==> src/rtl/xfer_pkg.sv <==
package xfer_pkg;
  localparam int DEF_DW   = 8;
  localparam int DEF_NSRC = 4;

  // Active-low one-hot pattern: only bit idx is low.
  function automatic logic [DEF_NSRC-1:0] low_hot(input int unsigned idx);
    logic [DEF_NSRC-1:0] v;
    for (int k = 0; k < DEF_NSRC; k++) v[k] = (k != idx);
    return v;
  endfunction
endpackage

==> src/rtl/xfer_src_bank.sv <==
module xfer_src_bank #(
  parameter int DW   = 8,
  parameter int NSRC = 4
) (
  input  logic                 clk,
  input  logic                 rst,
  input  logic [NSRC-1:0]      wr,
  input  logic [NSRC*DW-1:0]   din,
  output logic [NSRC*DW-1:0]   q
);
  for (genvar i = 0; i < NSRC; i++) begin : g_src
    logic [DW-1:0] r;
    always_ff @(posedge clk) begin
      if (rst)        r <= '0;
      else if (wr[i]) r <= din[i*DW +: DW];
    end
    assign q[i*DW +: DW] = r;
  end
endmodule

==> src/rtl/xfer_sel_dec.sv <==
module xfer_sel_dec #(
  parameter int NSRC = 4,
  localparam int SELW = (NSRC > 1) ? $clog2(NSRC) : 1
) (
  input  logic [SELW-1:0] sel,
  output logic [NSRC-1:0] en_n
);
  for (genvar i = 0; i < NSRC; i++) begin : g_dec
    assign en_n[i] = (sel != SELW'(i));
  end
endmodule

==> src/rtl/xfer_bus_mux.sv <==
module xfer_bus_mux #(
  parameter int DW   = 8,
  parameter int NSRC = 4
) (
  input  logic [NSRC-1:0]    en_n,
  input  logic [NSRC*DW-1:0] src,
  output logic [DW-1:0]      bus
);
  // AND-OR selection: each source is gated by its own enable.
  always_comb begin
    bus = '0;
    for (int i = 0; i < NSRC; i++)
      bus = bus | (src[i*DW +: DW] & {DW{~en_n[i]}});
  end
endmodule

==> src/rtl/xfer_dst_bank.sv <==
module xfer_dst_bank #(
  parameter int DW   = 8,
  parameter int NDST = 2
) (
  input  logic               clk,
  input  logic               rst,
  input  logic [NDST-1:0]    ld,
  input  logic [DW-1:0]      bus,
  output logic [NDST*DW-1:0] q
);
  for (genvar j = 0; j < NDST; j++) begin : g_dst
    logic [DW-1:0] r;
    always_ff @(posedge clk) begin
      if (rst)        r <= '0;
      else if (ld[j]) r <= bus;
    end
    assign q[j*DW +: DW] = r;
  end
endmodule

==> src/rtl/xfer_unit.sv <==
module xfer_unit
  import xfer_pkg::*;
#(
  parameter int DW   = DEF_DW,
  parameter int NSRC = DEF_NSRC,
  localparam int SELW = (NSRC > 1) ? $clog2(NSRC) : 1
) (
  input  logic               clk,
  input  logic               rst,
  input  logic [NSRC-1:0]    src_wr,
  input  logic [NSRC*DW-1:0] src_din,
  input  logic [SELW-1:0]    sel,
  input  logic               ld_g,
  input  logic               ld_h,
  output logic [NSRC-1:0]    src_en_n,
  output logic [DW-1:0]      bus_val,
  output logic [DW-1:0]      g_q,
  output logic [DW-1:0]      h_q
);
  logic [NSRC*DW-1:0] src_q;
  logic [2*DW-1:0]    dst_q;

  xfer_src_bank #(.DW(DW), .NSRC(NSRC)) u_src (
    .clk(clk), .rst(rst), .wr(src_wr), .din(src_din), .q(src_q)
  );

  xfer_sel_dec #(.NSRC(NSRC)) u_dec (
    .sel(sel), .en_n(src_en_n)
  );

  xfer_bus_mux #(.DW(DW), .NSRC(NSRC)) u_mux (
    .en_n(src_en_n), .src(src_q), .bus(bus_val)
  );

  xfer_dst_bank #(.DW(DW), .NDST(2)) u_dst (
    .clk(clk), .rst(rst), .ld({ld_h, ld_g}), .bus(bus_val), .q(dst_q)
  );

  assign g_q = dst_q[0 +: DW];
  assign h_q = dst_q[DW +: DW];
endmodule

==> config.mk <==
export PLATFORM = sky130hd
export DESIGN_NAME = xfer_unit
export DESIGN_NICKNAME = d
export VERILOG_FILES = /design/src/rtl/xfer_pkg.sv /design/src/rtl/xfer_src_bank.sv /design/src/rtl/xfer_sel_dec.sv /design/src/rtl/xfer_bus_mux.sv /design/src/rtl/xfer_dst_bank.sv /design/src/rtl/xfer_unit.sv
export SDC_FILE = /design/constraint.sdc
export NUM_CORES = 1
export LEC_CHECK = 0
export CORE_MARGIN = 3
export CORE_UTILIZATION = 40
export DETAILED_ROUTE_END_ITERATION = 8
export PLACE_DENSITY_LB_ADDON = 0.12
export SYNTH_ARGS = -nofsm -noshare
export SYNTH_HDL_FRONTEND = slang
export SYNTH_HIERARCHICAL = 1
export SYNTH_SLANG_ARGS = --single-unit
==> constraint.sdc <==
create_clock -name clk -period 0.99 [get_ports clk]
set_clock_uncertainty 0.15 [all_clocks]
set_input_delay 0.099 -clock clk [delete_from_list [all_inputs] [get_ports clk]]
set_output_delay 0.099 -clock clk [all_outputs]
set_load 0.05 [all_outputs]
==> After elaboration in Yosys (flattened, before gate mapping) <==
Cells that the tools add are included.
{ "word_totals": {"input_bits": 42, "wordCells": 21, "ff_bits": 48} }
{ "op_classes": {"n_reduce_logical": 1, "bitwise_logic": 11, "n_eq_ne": 3} }
{ "op_table": {"columns": ["op", "n"], "rows": [
  ["8-bit AND", 4],
  ["8-bit OR", 3],
  ["2-bit != test, second input constant", 2],
  ["1-bit NOT", 4],
  ["2-bit by 1-bit != test with 1-bit output, second input constant", 1],
  ["2-bit nonzero test", 1]
]} }

==> Depth between registers and ports, before layout <==
Gate-level depths: netlist (run 1).
{ "logic_depth": {"depth_word": 6, "mapped_depth": 5} }

==> Cells and area by module <==
Netlist (run 1), hierarchy kept.
{ "modules_own_cells": {"columns": ["module", "area_per_inst_um2", "n_inst", "cells_per_inst"], "rows": [
  ["xfer_src_bank", 1141.1, 1, 103],
  ["xfer_dst_bank", 579.3, 1, 52],
  ["xfer_bus_mux", 261.5, 1, 41],
  ["xfer_sel_dec", 22.5, 1, 4]
]} }

==> Worst setup path before layout (run 1) <==
No wires, ideal clock.
{ "synth_timing": {"path_type": "input to register", "startpoint": "input sel[1]", "endpoint": "register u_dst.g_dst[0].r[0]", "setup_time_ps": 68, "arrival_ps": 1940, "path_buffers": 1, "cell_stages": 5, "slack_ps": -1169, "cell_sequence": "nand2b_1 -> buf_6 -> o2111ai_1 -> mux2i_1 -> nor2_1"} }
{ "synth_between": {"elab_chain_cells": 6, "elab_cells_between_ends": 15} }
{ "synth_lines": {"columns": ["element", "line_no", "text"], "rows": [
  ["start: declaration", "xfer_unit.sv:12", "input logic [SELW-1:0] sel,"],
  ["2-bit by 1-bit != test with 1-bit output / 2-bit nonzero test (equally long branches)", "xfer_sel_dec.sv:9", "assign en_n[i] = (sel != SELW'(i));"],
  ["1-bit NOT", "xfer_bus_mux.sv:13", "bus = bus | (src[i*DW +: DW] & {DW{~en_n[i]}});"],
  ["8-bit AND", "xfer_bus_mux.sv:13", null],
  ["8-bit OR (2 in series)", "xfer_bus_mux.sv:13", null],
  ["8-bit OR *", "xfer_bus_mux.sv:13", null],
  ["via bus_val[0]", "xfer_unit.sv:16", "output logic [DW-1:0] bus_val,"],
  ["end signal: assignment", "xfer_dst_bank.sv:15", "else if (ld[j]) r <= bus;"],
  ["end: declaration", "xfer_dst_bank.sv:12", "logic [DW-1:0] r;"]
]} }
Mark *: on every way through the listed nets, which the timed path passes. The rest lies on a longest branch.
A chain may end at the register's enable or synchronous reset.

==> Final worst setup path (run 1) <==
{ "layout_timing": {"startpoint": "register u_src.g_src[1].r[0]", "endpoint": "output bus_val[0]"} }
{ "layout_between": {"elab_chain_cells": 4} }
{ "layout_lines": {"columns": ["element", "line_no", "text"], "rows": [
  ["start: declaration", "xfer_src_bank.sv:12", "logic [DW-1:0] r;"],
  ["start signal: assignment", "xfer_src_bank.sv:15", "else if (wr[i]) r <= din[i*DW +: DW];"],
  ["8-bit AND", "xfer_bus_mux.sv:13", null],
  ["8-bit OR (3 in series)", "xfer_bus_mux.sv:13", null],
  ["end: declaration", "xfer_unit.sv:16", null]
]} }
Every way passes these cells.

==> results.txt, run 1 <==
The number of clock buffers added by TritonCTS is 5. The run finished, with violations left. The achievable frequency came out at 0.7153 GHz.

Once placement finished, the instance area stood at 3342 um^2. The routed length per placed instance came out at 18.76 um. The number of synthesized flops with an enable pin is 0. The minimum setup slack among reg-to-reg paths came out at -0.26 ns. By count the netlist is led by dfxtp_1 (48), mux2i_1 (48), nor2_1 (48). The first-pass GRT wire length came out at 10.61 mm. The worst setup path is captured at a primary output.

The headroom to the max-slew limit is 81.71%. The floorplan step defined a die boundary enclosing 5897 um^2. The worst-path maximum fanout is 2. The minimum clock period is 1.398 ns. The number of violations of the max-capacitance limit is 0.

The final setup violation count came out at 43. The synthesized design contains 48 register bits. The I/O pin count is 70. The data required time at the worst endpoint is 0.74 ns. The max-slew violation count was 0. The HPWL reported at the end of detailed placement is 4.019 mm. The count of endpoints failing hold in the final timing report came out at 0. In this run the most critical hold path is launched from src_wr[0]. The signal on the critical path passes through inv_2 > o2111ai_4 > buf_12. The diode insertion count for antenna repair is 0. The clock network fraction of design power is 28.5%. STA puts the critical path data arrival time at 1.15 ns. The height of the chip is 76.79 um. The cell taking the most area after synthesis is dfxtp_1. The later pin in the worst-skew pair is clocked with a latency of 0.30 ns. The kind of start point of the critical path is a flop. The number of instances on the worst hold path came out at 4. The part of the total power dissipated in sequential elements is 43.1%. The area of the mapped netlist came out at 2004 um^2.

The number of DRC markers after the initial detailed-route iteration is 83. In the final layout, the share of cells above drive strength 1 is 57.00%. The total vias in the final route came out at 1838. TritonCTS built the clock tree. The sequential-to-total area share from yosys stat came out at 47.94%. In this run the clock root is driven by a clkbuf_8. The worst slack on hold paths came out at 0.1099 ns. The die is 76.79 um wide. The number of buffers inserted for hold repair after clock tree synthesis came out at 0. The worst reg-to-reg path cell count is 5.

The floorplan has 25 rows. The slowest stage of the critical path is the dfxtp_2 cell. The clock-pin slew reported for the worst setup and hold paths after clock tree synthesis is 0.10 ns.

Counting along the longest clock path gives a buffer depth of 2. Summing the areas of all xor and xnor instances in the mapped netlist gives 0% of the synthesized area. The total overflow reported by the global router came out at 0. The start point of the critical path is u_src/g_src[1].r[0]$_SDFFE_PP0P_. The pin count of the biggest net entering global routing came out at 49. The leakage power came out at 1.831 nW.

The basic-gate share of the synthesized area counting and, or, nand and nor cells is 17.60%. The post-route standard cell area excluding fillers is 4013 um^2. The count of cell instances traversed by the critical path is 3. The number of detailed-route iterations in the first pass came out at 5. The kind of cell with the highest combined delay along the critical path is flip-flops.

The checks that failed: setup timing. The primary flip-flop cell chosen by synthesis mapping is dfxtp_1. By area the synthesized netlist is led by dfxtp_1 (48%), mux2i_1 (24%), nor2_1 (9.0%).

The number of global-route vias before repair is 1975. The overall routed net length is 7.017 mm. The worst path uses 141.2% of the clock period. The reported net switching power came out at 1.421 mW. Combinational cells account for 28.4% of the total power. The delay of the slowest cell on the worst path is 0.35 ns. The maximum VDD drop is 1.119 mV. The effective utilization at floorplan came out at 41.88%.

The top-area cell type share of the netlist area came out at 47.94%. The share of async-settable or async-resettable flops after synthesis came out at 0%. The switching power as a share of total power came out at 28.36%. The synthesized instance count came out at 200. Routability-driven placement finished with a final weighted congestion of 0.7235.

The portion of synthesized area spent on multiplexers is 23.97%. Relative to the synthesized area, the layout overhead comes to 100.2%. Port buffering added 69 buffers. The post-layout net count is 348. The transition time at the pin with the least slew margin is 0.2742 ns. The adder-cell share of the synthesized area came out at 0%.

Synthesis instantiated 11 different standard cells from the library. The worst path setup slack after routing came out at -0.4081 ns. The worst setup path is of the flop to primary output kind. The count of warnings emitted by yosys is 6.

The total track usage is 23.01%. The total internal power is 3.590 mW. The path category of the worst min-delay check is primary input to flop. Setup repair after global routing could not meet its margin everywhere. After synthesis, the largest family of logic cells by area is multiplexers. The power per cell area came out at 1249 nW/um^2. The average instance in the mapped netlist occupies 10.02 um^2.

Summing the areas of all compound-gate instances in the mapped netlist gives 3.496% of the synthesized area. The startpoint identified for the worst register-to-register timing path is u_src/g_src[3].r[5]$_SDFFE_PP0P_. The DRC violations left is 0. Synthesis produced a netlist with a net count of 242.

The CTS sink count is 48. The worst path buffer plus inverter count is 2. The initial antenna violation count came out at 0. After detailed routing, the number of vias per cell comes to 4.914. The H-tree generated during clock tree synthesis spans 2 levels. The standard cell core area is 4786 um^2. The count of nets left with antenna violations once routing finished came out at 0.
## cells by family (layout without fill, tap and decap cells)
group | after synthesis | after routing
simple gates | 76 | 78
buf+inv | 20 | 125
flops | 48 | 48
mux | 48 | 48
compound gates | 8 | 8
## stage by stage
step	power (mW)	cells	setup slack [ns]	util, %	setup TNS (ns)
6_report	5.012	374	-0.4081	83.84	-7.526
5_1_grt	5.192	374	-0.4396	83.84	-9.167
4_1_cts	4.910	368	-0.3877	80.31	-6.760
3_5_place_dp	3.333	346	-0.7251	69.83	-26.30
3_3_place_gp	3.319	346	-0.6745	69.83	-25.26
2_1_floorplan	2.733	200	-0.3473	-	-6.824
## power groups by stage
stage	logic (mW)	registers [mW]	clock network, mW
6_report	1.42	2.16	1.43
5_1_grt	1.49	2.17	1.54
4_1_cts	1.33	2.15	1.43
3_5_place_dp	1.18	2.15	0
3_3_place_gp	1.17	2.15	0
2_1_floorplan	0.519	2.21	0
## final cells by class
class	count	area [um^2]
timing repair buffer	109	1453
tap	67	83.83
clock inverter	3	42.54
inverter	8	30.03
clock buffer	5	68.82
multi-input combinational	134	1300
fill	250	773.2
sequential	48	1035
## flip-flops by register name (all words and copies together), names as in the netlist
signal,cells
u_dst/g_dst.r,16
u_src/g_src.r,32
## routing by layer
layer / wire, um / vias up / GRT usage (%) / part of all wire (%)
met5: 0 / - / 0 / 0
met4: 108 / 0 / 6.703 / 1.5
met3: 313 / 8 / 5.869 / 4.5
met2: 3666 / 54 / 40.33 / 52
met1: 2929 / 900 / 27.57 / 42
li1: - / 876 / - / -
## cells in the final DEF, fill, tap and decap left out, drive strengths merged
master and instances:
clkinvlp 1, clkinv 1, or2 2, nor2 48
dlymetal6s2s 3, bufinv 1, dfxtp 48, nand2 1
buf 70, mux2i 48, nand2b 27, inv 8
clkdlybuf4s50 36, o2111ai 8, clkbuf 5
## worst reg2reg max path, cell delays in order, from the launching register on
cell,delay (ns)
dfxtp_4,0.37
nand2b_4,0.08
o2111ai_4,0.15
buf_6,0.16
mux2i_1,0.16
nor2_1,0.07
## final timing paths
| kind | to |
|---|---|
| worst max register to register | u_dst/g_dst[0].r[5]$_SDFFE_PP0P_ |
| worst max-delay path | bus_val[0] |
| worst min register to register | u_src/g_src[1].r[4]$_SDFFE_PP0P_ |
| worst min-delay path | u_src/g_src[0].r[6]$_SDFFE_PP0P_ |
## repair_timing
item / in CTS / in global routing
gates cloned: 2 / 0
gates resized for setup: 97 / 38
pin swaps: 11 / 11
setup buffers: 16 / 9
setup endpoints to repair: 44 / 57
Note: power is estimated with default switching activity, not from simulation.
==> run 2: changes to the inputs <==
--- a/config.mk
+++ b/config.mk
@@ -7,8 +7,10 @@
 export LEC_CHECK = 0
 export CORE_MARGIN = 3
 export CORE_UTILIZATION = 40
+export CTS_CLUSTER_SIZE = 24
 export DETAILED_ROUTE_END_ITERATION = 8
-export PLACE_DENSITY_LB_ADDON = 0.12
+export GPL_ROUTABILITY_DRIVEN = 1
+export PLACE_DENSITY = 0.75
 export SYNTH_ARGS = -nofsm -noshare
 export SYNTH_HDL_FRONTEND = slang
 export SYNTH_HIERARCHICAL = 1
==> run 2 against run 1 <==
  * The run still ends with setup timing left
  * First-iteration DRC count is 4.8% lower
  * Global-route usage decreased by 0.83 points
  * Register-to-register slack got worse by 0.06 ns
  * Sequential share of layout area grew 0.35 points
  * Final cell count down 1.1%
==> results.txt, run 2 (synthesis gave the netlist of run 1 again) <==
The run finished, with violations left. The final reports fail on setup timing. The die width came out at 76.79 um (unchanged). Leaving out fill and tap cells, the most frequent cell in the layout is nor2_1.

The minimum clock period came to 1.394 ns (-0.003929 ns). The top cell types in the final layout, fill and taps aside, are nor2_1 (47), mux2i_1 (43), dfxtp_2 (39). The number of violations of the max-capacitance limit came to 0 (unchanged). The transition time at the pin with the least slew margin is 0.2767 ns (+0.002503 ns). The post-layout net count came to 344 (-1.1%). The effective utilization at floorplan came out at 41.88% (unchanged). The count of antenna-violating nets left after detailed routing was 0 (unchanged). The initial antenna violation count came to 0 (unchanged). The clock-pin slew reported for the worst setup and hold paths after clock tree synthesis is 0.09 ns (about the same). The critical path in this run is classified as flop to primary output. The area of the die is 5897 um^2 (unchanged). The relative area change from synthesis to final layout is 95.63%. The number of flip-flops in the largest register is 32 (unchanged).

The number of detailed-route iterations in the first pass was 4 (-1). The HPWL reported at the end of detailed placement came out at 3.773 mm (-6.1%). The power per cell area came out at 1224 nW/um^2 (-2.0%).

The path category of the worst min-delay check is primary input to flop. In the final layout, the registers with the most flip-flops are u_src/g_src.r x32, u_dst/g_dst.r x16. The placement-stage cell area is 3359 um^2 (+0.52%).

The placement-stage worst setup slack came to -0.6884 ns (+0.03675 ns). The worst path setup slack after routing came out at -0.4042 ns (+0.003929 ns). The total vias in the final route is 1835 (-0.16%). The max-slew violation count came to 0 (unchanged). The height of the chip was 76.79 um (unchanged). The post-detailed-route via-to-cell ratio came to 4.959 (+0.92%). The final weighted congestion in routability-driven placement is 0.7648 (+5.7%). STA classifies the critical path startpoint as a flop. Ranked by flip-flop count, first place goes to u_src/g_src.r. Setup repair after global routing could not meet its margin everywhere.

The number of fillers in the final layout came out at 255 (+2.0%). The achievable frequency is 0.7173 GHz (+0.28%). The signal arrival time at the worst endpoint came out at 1.15 ns (about the same). The total overflow reported by the global router came out at 0 (unchanged). The pin count of the biggest net entering global routing came to 49 (unchanged). The total track usage is 22.18% (-0.83 points). The routed length per placed instance is 18.73 um (-0.19%). The deepest clock path buffer count is 2 (unchanged). The clock tree from TritonCTS is done. The share of the core filled with cells in the final layout is 81.93% (-1.9 points).

The post-route standard cell area excluding fillers came out at 3921 um^2 (-2.3%). The count of endpoints failing hold in the final timing report is 0 (unchanged). The final setup violation count is 42 (-2.3%). The maximum VDD drop came out at 1.074 mV (-4.0%). The overall routed net length is 6.929 mm (-1.3%).

The first-pass GRT wire length is 9.936 mm (-6.4%). The total clock buffers created by CTS came out at 5 (unchanged). The worst setup path is captured at a primary output. The CTS sink count came out at 48 (unchanged). The diode insertion count for antenna repair is 0 (unchanged). The worst-path maximum fanout was 2 (unchanged).

The standard cell core area was 4786 um^2 (unchanged). The cell chosen for the clock root is clkbuf_8. The total power is 4.800 mW (-4.2%). The number of levels in the clock H-tree was 2 (unchanged).

The DRC violations left came out at 0 (unchanged). The period utilization is 140.8% (-0.40 points). The insertion delay of the later-clocked pin in the worst-skew pair came out at 0.31 ns (about the same). The data required time at the worst endpoint came out at 0.74 ns (about the same). The number of buffers inserted for hold repair after clock tree synthesis came out at 0 (unchanged).

The headroom to the max-slew limit is 81.54% (-0.17 points). The leakage power is 1.784 nW (-2.6%). The number of DRC markers after the initial detailed-route iteration is 79 (-4.8%). The number of global-route vias before repair came out at 1912 (-3.2%). The fraction of layout instances using a drive strength above 1 is 54.46% (-2.5 points). The number of standard-cell rows in the floorplan came out at 25 (unchanged). The I/O pin count came to 70 (unchanged).

The count of input and output buffers is 69 (unchanged).
[run 2: timing repair]
| item | 4_1_cts | 5_1_grt |
|---|---|---|
| endpoints found under the setup margin | 44 | 51 |
| buffers inserted | 9 | 11 |
| resized for setup | 93 | 28 |
| gates cloned | 3 | 0 |
| pin swaps | 10 | 12 |
[run 2: critical path: stages, from the launching register on]
cell	delay [ns]
dfxtp_2	0.34
inv_2	0.04
o2111ai_4	0.27
buf_12	0.18
[run 2: area by class of cell]
class | instances | area [um^2] | share of cell area, %
clock buffer | 8 | 90.09 | 2.297
inverter | 8 | 30.03 | 0.7658
multi-input combinational | 135 | 1309 | 33.38
sequential | 48 | 1025 | 26.13
tap | 67 | 83.83 | 2.138
timing repair buffer | 104 | 1384 | 35.29
[run 2: routing by layer]
metal  share of wire (%)  track usage (%)  up-vias
li1                    -                -      871
met5                   0                0        -
met3                 4.6            4.577       18
met1                  41            25.57      876
met4                 3.0            10.33        0
met2                  52            39.02       70
[run 2: final timing paths]
kind                               startpoint                          endpoint  slack (ns)  cells past startpoint
max          u_src/g_src[1].r[7]$_SDFFE_PP0P_                        bus_val[7]       -0.40                      3
min reg2reg  u_src/g_src[0].r[6]$_SDFFE_PP0P_  u_src/g_src[0].r[6]$_SDFFE_PP0P_        0.36                      2
min                                 src_wr[2]  u_src/g_src[2].r[5]$_SDFFE_PP0P_        0.09                      4
max reg2reg  u_src/g_src[0].r[0]$_SDFFE_PP0P_  u_dst/g_dst[1].r[0]$_SDFFE_PP0P_       -0.32                      5
[run 2: through the flow]
| stage | hold WS, ns | TNS, ns | cells |
|---|---|---|---|
| 6_report | 0.09470 | -7.810 | 370 |
| 4_1_cts | 0.2440 | -6.612 | 363 |
| 2_1_floorplan | 0.02138 | -6.824 | 200 |
| 3_5_place_dp | 0.3342 | -26.27 | 345 |
| 5_1_grt | 0.1218 | -9.240 | 370 |
| 3_3_place_gp | 0.3243 | -25.14 | 345 |
[run 2: power by group]
| part | total [mW] | switching (mW) | internal (mW) |
|---|---|---|---|
| Clock | 1.25 | 0.674 | 0.572 |
| Sequential | 2.16 | 0.110 | 2.05 |
| Combinational | 1.40 | 0.624 | 0.774 |
